==> src/rtl/msv_pkg.sv <==
`timescale 1ns/1ps
package msv_pkg;
  localparam int WORD_W = 32;
  localparam int WIN_WORDS = 16;
  localparam int SCHED_WORDS = 64;

  typedef logic [WORD_W-1:0] word_t;

  // lower-case sigma 0: rotate 7, rotate 18, shift 3
  function automatic word_t lsig0(word_t x);
    return {x[6:0], x[31:7]} ^ {x[17:0], x[31:18]} ^ (x >> 3);
  endfunction

  // lower-case sigma 1: rotate 17, rotate 19, shift 10
  function automatic word_t lsig1(word_t x);
    return {x[16:0], x[31:17]} ^ {x[18:0], x[31:19]} ^ (x >> 10);
  endfunction
endpackage

==> src/rtl/msv_pre.sv <==
`timescale 1ns/1ps
// First stage: each lane adds sigma0 of its upper neighbour to its own word.
module msv_pre
  import msv_pkg::*;
#(
  parameter int LANES = 4
) (
  input  logic [2*LANES-1:0][WORD_W-1:0] seg,
  output logic [LANES-1:0][WORD_W-1:0]   part
);
  genvar j;
  generate
    for (j = 0; j < LANES; j++) begin : g_lane
      assign part[j] = seg[j] + lsig0(seg[j+1]);
    end
  endgenerate
endmodule

==> src/rtl/msv_post.sv <==
`timescale 1ns/1ps
// Realign-and-add of the words seven back, then the sigma1 post-add.
// A lane whose sigma1 operand lies beyond the window chains off a lower lane
// of the same step.
module msv_post
  import msv_pkg::*;
#(
  parameter int LANES = 4,
  parameter int WIN   = 16
) (
  input  logic [WIN-1:0][WORD_W-1:0]   win,
  input  logic [LANES-1:0][WORD_W-1:0] part,
  output logic [LANES-1:0][WORD_W-1:0] fresh
);
  localparam int FAR_OFS = WIN - 7;  // word t-7 relative to window base
  localparam int S1_OFS  = WIN - 2;  // word t-2 relative to window base

  genvar j;
  generate
    for (j = 0; j < LANES; j++) begin : g_lane
      word_t mid;
      word_t s1_src;
      word_t res;

      assign mid = part[j] + win[FAR_OFS + j];

      if (S1_OFS + j < WIN) begin : g_from_win
        assign s1_src = win[S1_OFS + j];
      end else begin : g_from_lane
        assign s1_src = g_lane[j - 2].res;
      end

      assign res      = mid + lsig1(s1_src);
      assign fresh[j] = res;
    end
  endgenerate
endmodule

==> src/rtl/msv_window.sv <==
`timescale 1ns/1ps
// Sixteen-word sliding window. Word 0 is the oldest word.
module msv_window
  import msv_pkg::*;
#(
  parameter int LANES = 4,
  parameter int WIN   = 16
) (
  input  logic                         clk,
  input  logic                         rst_n,
  input  logic                         load,
  input  logic                         adv,
  input  logic [WIN-1:0][WORD_W-1:0]   blk,
  input  logic [LANES-1:0][WORD_W-1:0] fresh,
  output logic [WIN-1:0][WORD_W-1:0]   win
);
  logic [WIN-1:0][WORD_W-1:0] slid;

  genvar k;
  generate
    for (k = 0; k < WIN; k++) begin : g_slot
      if (k < WIN - LANES) begin : g_keep
        assign slid[k] = win[k + LANES];
      end else begin : g_new
        assign slid[k] = fresh[k - (WIN - LANES)];
      end
    end
  endgenerate

  always_ff @(posedge clk or negedge rst_n) begin
    if (!rst_n) begin
      win <= '0;
    end else if (load) begin
      win <= blk;
    end else if (adv) begin
      win <= slid;
    end
  end
endmodule

==> src/rtl/msv_sched.sv <==
`timescale 1ns/1ps
module msv_sched
  import msv_pkg::*;
#(
  parameter int LANES = 4
) (
  input  logic                                          clk,
  input  logic                                          rst_n,
  input  logic                                          start,
  input  logic [WIN_WORDS*WORD_W-1:0]                   blk_words,
  output logic                                          out_valid,
  input  logic                                          out_ready,
  output logic [LANES*WORD_W-1:0]                       out_data,
  output logic [$clog2(SCHED_WORDS/LANES)-1:0]          out_group
);
  localparam int WIN    = WIN_WORDS;
  localparam int GROUPS = SCHED_WORDS / LANES;
  localparam int GW     = $clog2(GROUPS);
  localparam logic [GW-1:0] LAST_GRP = GW'(GROUPS - 1);

  logic [WIN-1:0][WORD_W-1:0]   win;
  logic [LANES-1:0][WORD_W-1:0] part;
  logic [LANES-1:0][WORD_W-1:0] fresh;
  logic [WIN-1:0][WORD_W-1:0]   blk_arr;
  logic                         busy;
  logic [GW-1:0]                grp;
  logic                         fire;

  assign blk_arr = blk_words;
  assign fire    = busy && out_ready;

  msv_pre #(.LANES(LANES)) u_pre (
    .seg  (win[2*LANES-1:0]),
    .part (part)
  );

  msv_post #(.LANES(LANES), .WIN(WIN)) u_post (
    .win   (win),
    .part  (part),
    .fresh (fresh)
  );

  msv_window #(.LANES(LANES), .WIN(WIN)) u_win (
    .clk   (clk),
    .rst_n (rst_n),
    .load  (start),
    .adv   (fire && !start),
    .blk   (blk_arr),
    .fresh (fresh),
    .win   (win)
  );

  always_ff @(posedge clk or negedge rst_n) begin
    if (!rst_n) begin
      busy <= 1'b0;
      grp  <= '0;
    end else if (start) begin
      busy <= 1'b1;
      grp  <= '0;
    end else if (fire) begin
      if (grp == LAST_GRP) busy <= 1'b0;
      grp <= grp + 1'b1;
    end
  end

  assign out_valid = busy;
  assign out_group = grp;
  assign out_data  = win[LANES-1:0];


  start_chk: assert property (@(posedge clk) disable iff (!rst_n)
    start |=> (out_valid && out_group == '0));


  hold_chk: assert property (@(posedge clk) disable iff (!rst_n)
    (out_valid && !out_ready && !start) |=>
      (out_valid && $stable(out_data) && $stable(out_group)));


  grp_step_chk: assert property (@(posedge clk) disable iff (!rst_n)
    (out_valid && out_ready && !start && out_group != LAST_GRP) |=>
      (out_valid && out_group == GW'($past(out_group) + 1'b1)));


  last_drop_chk: assert property (@(posedge clk) disable iff (!rst_n)
    (out_valid && out_ready && !start && out_group == LAST_GRP) |=> !out_valid);


  idle_chk: assert property (@(posedge clk) disable iff (!rst_n)
    (!out_valid && !start) |=> !out_valid);
endmodule

==> config.mk <==
export PLATFORM = sky130hd
export DESIGN_NAME = msv_sched
export DESIGN_NICKNAME = d
export VERILOG_FILES = /design/src/rtl/msv_pkg.sv /design/src/rtl/msv_pre.sv /design/src/rtl/msv_post.sv /design/src/rtl/msv_window.sv /design/src/rtl/msv_sched.sv
export SDC_FILE = /design/constraint.sdc
export NUM_CORES = 2
export LEC_CHECK = 0
export BUFFER_PORTS_ARGS = -buffer_cell sky130_fd_sc_hd__buf_2
export CAP_MARGIN = 20
export CORE_MARGIN = 1.5
export CORE_UTILIZATION = 35
export CTS_CLUSTER_DIAMETER = 40
export DETAILED_ROUTE_END_ITERATION = 16
export PLACE_DENSITY = 0.64
export SYNTH_ARGS = -nofsm -noshare
export SYNTH_HDL_FRONTEND = slang
export SYNTH_SLANG_ARGS = --single-unit
==> constraint.sdc <==
create_clock -name clk -period 17.02 [get_ports clk]
set_input_delay 2.553 -clock clk [delete_from_list [all_inputs] [get_ports clk]]
set_output_delay 2.553 -clock clk [all_outputs]
set_load 0.03 [all_outputs]
After elaboration in Yosys (flattened, before gate mapping) --
Index checks and enable logic that the tools add are counted.
Operators by class: add/subtract/negate cells 13, eq/ne operators 1, multiplexer cells 7, bitwise logic cells 16, reductions and logical operators 7
Operators with widths (count):
- 2-to-1 mux 512 bit | 2
- adder 32 bit | 12
- XOR 32 bit | 8
- XOR 32 x 22 -> 32 bit | 4
- XOR 32 x 29 -> 32 bit | 4
- 2-to-1 mux 4 bit | 2
- nonzero test 2 bit | 3
- adder 4 x 1 -> 4 bit (second input constant) | 1
- equality test 4 bit (second input constant) | 1
- 2-to-1 mux 1 bit | 3
- logical AND 1 bit | 2
- AND reduction 2 bit | 1
- logical NOT 1 bit | 1
Storage, ports and cells: flip-flop bits (word level) 517, word-level logic and storage cells 62

Depth between registers and ports, before layout --
word-level depth 10, depth in mapped cells 36, depth with buffers taken out 34

Hierarchy --
From an unflattened synthesis, not the netlist that was laid out.
Unflattened totals: cell total of the unflattened synthesis 4660, area total of the unflattened synthesis 43768.2 µm²
Modules (own cells, without submodules):
- msv_window | times used 1, cells an instance 2219, area each 23936.7 µm², sequential area each 12812.3 µm²
- msv_post | times used 1, cells an instance 1202, area each 10580.1 µm², sequential area each 0.0 µm²
- msv_pre | times used 1, cells an instance 1217, area each 9023.7 µm², sequential area each 0.0 µm²
- msv_sched | times used 1, cells an instance 22, area each 227.7 µm², sequential area each 125.1 µm²

Least setup slack after synthesis --
OpenSTA, ideal clock, no wires.
kind register to register, from register u_win.win[498] (netlist bit), to register u_win.win[508] (netlist bit), setup time 0.125 ns, arrival 7.714 ns, data required time 16.895 ns, setup slack 9.181 ns, stages on the path, launching flop included 35, buffers on the path 1, clock period less this slack 7.839 ns, path through dfrtp_1 > clkbuf_1 > xnor2_1 > xnor2_1 > fa_1 > fa_1 > ha_1 > fa_1 > a21oi_2 > and3b_1 > o31ai_4 > a21oi_2 > a41o_1 > a311o_1 > and3_1 > o21a_1 > nor2_2 > xnor2_1 > xnor2_1 > fa_1 > inv_1 > fa_1 > inv_1 > ha_1 > nand3_1 > nor3_1 > nand3_1 > a21oi_1 > nor2_1 > a311oi_1 > a211o_1 > a21oi_1 > xor2_1 > o21ai_0 > mux2_2
On the way: longest elaborated chain between the ends 8
Ends and longest elaborated chain:
- start: declaration | RTL line msv_window.sv:15 | output logic [WIN-1:0][WORD_W-1:0] win
- start signal: assignment | RTL line msv_window.sv:34 | win <= blk;
- start signal: assignment | RTL line msv_window.sv:36 | win <= slid;
- XOR 32 bit | RTL line msv_pkg.sv:16 | return {x[16:0], x[31:17]} ^ {x[18:0], x[31:19]} ^ (x >> 10);
- XOR 32 x 22 -> 32 bit (*) | RTL line msv_pkg.sv:16
- adder 32 bit (*) | RTL line msv_post.sv:33 | assign res = mid + lsig1(s1_src);
- XOR 32 bit | RTL line msv_pkg.sv:16
- XOR 32 x 22 -> 32 bit (*) | RTL line msv_pkg.sv:16
- adder 32 bit (*) | RTL line msv_post.sv:33
- 2-to-1 mux 512 bit (*) | RTL line msv_window.sv:35 | end else if (adv) begin
- 2-to-1 mux 512 bit (*) | RTL line msv_window.sv:33 | end else if (load) begin
Mark *: on every way between the ends. The rest lies on a longest branch, timed or not. The select of a mux whose other input is x is not followed. A chain may end at the register's enable or synchronous reset.

Worst setup path after layout --
from register u_win.win[37] (netlist bit), to register u_win.win[479] (netlist bit)
On the way: longest elaborated chain between the ends 10
Ends and longest elaborated chain:
- XOR 32 bit | RTL line msv_pkg.sv:11 | return {x[6:0], x[31:7]} ^ {x[17:0], x[31:18]} ^ (x >> 3);
- XOR 32 x 29 -> 32 bit (*) | RTL line msv_pkg.sv:11
- adder 32 bit (*) | RTL line msv_pre.sv:14 | assign part[j] = seg[j] + lsig0(seg[j+1]);
- adder 32 bit (*) | RTL line msv_post.sv:25 | assign mid = part[j] + win[FAR_OFS + j];
- adder 32 bit (*) | RTL line msv_post.sv:33
- XOR 32 bit | RTL line msv_pkg.sv:16
- XOR 32 x 22 -> 32 bit (*) | RTL line msv_pkg.sv:16
- adder 32 bit (*) | RTL line msv_post.sv:33
- 2-to-1 mux 512 bit (*) | RTL line msv_window.sv:35
- 2-to-1 mux 512 bit (*) | RTL line msv_window.sv:33
Marked as above.

==> flow_summary.json <==
{
  "grt_antenna_before_repair": 20,
  "result_of_the_run": "finished, final reports clean",
  "first_global_vias": 34100,
  "grt_first_pass_wirelength_microns": 260000,
  "drv.max_cap_violation_count": 0,
  "grt_util_all_layers": 0.316,
  "maximum_number_of_buffers_from_clock_root_to_sink": 3,
  "syn_inst": 4357,
  "die_w_microns": 344,
  "setup_viol": 0,
  "grt_overflow": 0,
  "critical_path_arrival_ps": 10240,
  "die_span_y_microns": 344,
  "root_buffer": "sky130_fd_sc_hd__clkbuf_16",
  "synthesis.area_sq_um": 40700,
  "yosys_warnings": 0,
  "startpoint": "u_win.win[37]",
  "totalWireLength_microns": 190000,
  "hpwlAfterDp_microns": 152000,
  "launching_point_of_the_worst_reg2reg_path": "u_win.win[37]",
  "number_of_post_cts_setup_repair_buffers": 0,
  "synthSimpleGateAreaFrac": 0.0776,
  "cts-buffers-inserted": 101,
  "initial_core_utilization": 0.355,
  "floorplan.rows": 124,
  "critPathLaunchType": "flop",
  "met3RoutedLength_microns": 14600,
  "compound_cell_area_share_of_the_yosys_netlist": 0.121,
  "multiplexer_area_fraction_after_synthesis": 0.111,
  "cp-endpoint": "u_win.win[479]",
  "worst_pin_slew_ps": 1270,
  "synth-edff-count": 0,
  "unrepaired_setup_endpoints_after_global_routing": "false",
  "mappedNetlistNets": 5246,
  "tritoncts_num_sinks": 517,
  "core_region_area_sq_um": 115000,
  "uppermost_layer_routed": "met5",
  "area_growth_syn_to_layout_pct": 18.3,
  "yosys.area.top_type_share": 0.318,
  "post-place-ws_ps": 7550,
  "timing.critical_path.to_type": "flop",
  "post_route_cells_drive_above_1_share": 0.193,
  "synth_xor_area_frac": 0.128,
  "clkSlewWorstSetupHoldPaths_ps": 60,
  "critPathMaxStageDelay_ps": 880,
  "ys_ff_latch": 517,
  "boundaryPins": 649,
  "finalWeightedCongestion": 1.01,
  "detailedRoute.firstPassIterationCount": 6,
  "synth-adder-area-share": 0.160,
  "detailedRoute.firstIterationViolations": 3240,
  "synth_async_sr_flop_share": 1.00,
  "cts_tree": "built",
  "route.vias.total": 34400,
  "detail-route-antenna-nets": 0,
  "yosys-top-cells-area": "sky130_fd_sc_hd__dfrtp_1 (32%), sky130_fd_sc_hd__fa_1 (12%), sky130_fd_sc_hd__mux2i_1 (11%)",
  "grt_max_degree": 165,
  "wl_met2_microns": 85400,
  "tns_ps": 0,
  "fillerInstances": 11600,
  "htreeDepth": 3,
  "synth_top_flop_cell": "sky130_fd_sc_hd__dfrtp_1",
  "synth_top_cell_by_area": "sky130_fd_sc_hd__dfrtp_1",
  "drc": 0,
  "critical_path.max_fanout": 6,
  "synth-seq-area-share": 0.318,
  "die_area_sq_um": 118000,
  "avgSynthCellArea_sq_um": 9.34,
  "crit_slowest_cell": "sky130_fd_sc_hd__xor2_1",
  "clkLatencyLatePin_ps": 710,
  "ctsHoldBuffers": 0,
  "worstRegToRegCells": 31,
  "timing.setup.critical_path_class": "flop to flop",
  "slew_headroom": 0.152,
  "synth_top_family_by_area": "adder cells",
  "period_share": 0.569,
  "final.setup.worst_slack_ps": 7330,
  "period_minus_slack_ps": 9690,
  "cts_resized": 0,
  "drt-met1-wl_microns": 79100,
  "nNetsFinal": 5680,
  "wl_per_cell_microns": 29.7,
  "hold_path.class": "flop to flop",
  "io_buffers": 648,
  "fmax_mhz": 103,
  "crit-reg2reg-capture": "u_win.win[479]",
  "required_ps": 17570,
  "timing_hold_violations_final": 0,
  "timing.reg2reg.setup_slack_ps": 7330,
  "via_per_inst": 5.38,
  "report.final.slew_viol_count": 0,
  "synth_cell_types": 70,
  "clock-skew-final_ps": 48.3
}
registers in the layout (all words and copies together) (netlist names):
register and flops:
out_valid 1, u_win.win 512, out_group 4
how the worst min path moves through the flow:
stage	slack (ps)	startpoint	cells after the start	end
after detailed placement	550	out_group[3]	2	out_group[3]
after global placement	540	u_win.win[446]	2	u_win.win[318]
final	540	u_win.win[277]	2	u_win.win[149]
after global routing	580	u_win.win[249]	2	u_win.win[249]
after floorplan	520	u_win.win[441]	2	u_win.win[441]
after CTS	550	u_win.win[277]	2	u_win.win[149]
cell families after synthesis:
group / Yosys count
xor+xnor: 589
flops: 517
simple gates: 769
mux: 451
buf+inv: 784
fa+ha+maj: 373
compound gates: 874
cell type report:
type	instances	area (sq um)	area share
Clock buffer	117	2700	0.0560
Multi-Input combinational cell	3056	24400	0.506
Clock inverter	72	881	0.0183
Sequential cell	517	12900	0.269
Antenna cell	9	22.5	0.000467
Timing Repair Buffer	712	3830	0.0795
Inverter	403	1510	0.0314
Tap cell	1512	1890	0.0393
critical path: cells and delay by family, from the launching register on:
kind	cells	cell delay [ps]
AO/OA/AOI/OAI	12	3300
adder cells (fa/ha/maj)	7	2980
XOR/XNOR	6	1860
flip-flops	1	740
AND/OR/NAND/NOR	4	530
buffers and inverters	2	120
cells in the final DEF (no fill, tap or decap), types with 13 or more instances in the layout:
cell type	n
sky130_fd_sc_hd__buf_2	646
sky130_fd_sc_hd__clkinv_4	13
sky130_fd_sc_hd__o21bai_1	22
sky130_fd_sc_hd__a21oi_1	148
sky130_fd_sc_hd__ha_1	125
sky130_fd_sc_hd__o21a_1	15
sky130_fd_sc_hd__buf_4	58
sky130_fd_sc_hd__mux2i_1	447
sky130_fd_sc_hd__xnor2_1	475
sky130_fd_sc_hd__nand2b_1	16
sky130_fd_sc_hd__o21ai_0	539
sky130_fd_sc_hd__dfrtp_1	517
sky130_fd_sc_hd__xor2_1	101
sky130_fd_sc_hd__nand3_1	26
sky130_fd_sc_hd__inv_6	15
sky130_fd_sc_hd__a21o_1	55
sky130_fd_sc_hd__a211oi_1	15
sky130_fd_sc_hd__fa_1	248
sky130_fd_sc_hd__clkbuf_16	102
sky130_fd_sc_hd__inv_1	403
sky130_fd_sc_hd__nor2_1	95
sky130_fd_sc_hd__nand2_1	557
metrics by stage:
stage | hold WS [ps] | cell area (sq um) | cells | util
after detailed placement | 553 | 44500 | 6197 | 0.388
final | 545 | 48200 | 6398 | 0.420
after CTS | 554 | 48100 | 6386 | 0.419
after global routing | 583 | 48200 | 6393 | 0.420
after global placement | 536 | 44500 | 6195 | 0.387
after floorplan | 515 | 40700 | 4357 | -
layer usage:
layer  up-vias  global-route usage
met5         -                   0
met4        14               0.158
met3       393              0.0583
met2      1669               0.493
met1     17300               0.421
li1      15100                   -
cells in the mapped netlist, types with 22 or more instances:
master and instances:
sky130_fd_sc_hd__nand3_1 26, sky130_fd_sc_hd__clkbuf_1 223, sky130_fd_sc_hd__nand2_1 558, sky130_fd_sc_hd__ha_1 125
sky130_fd_sc_hd__a21oi_1 148, sky130_fd_sc_hd__inv_1 403, sky130_fd_sc_hd__xor2_1 101, sky130_fd_sc_hd__dfrtp_1 517
sky130_fd_sc_hd__a21o_1 55, sky130_fd_sc_hd__nor2_1 95, sky130_fd_sc_hd__o21bai_1 22, sky130_fd_sc_hd__xnor2_1 480
sky130_fd_sc_hd__buf_1 30, sky130_fd_sc_hd__fa_1 248, sky130_fd_sc_hd__mux2i_1 447, sky130_fd_sc_hd__o21ai_0 539
sky130_fd_sc_hd__buf_4 128
Power is left out: the tool's default activity adds up to more than one toggle a clock period on the data nets, which glitch-free logic cannot reach.
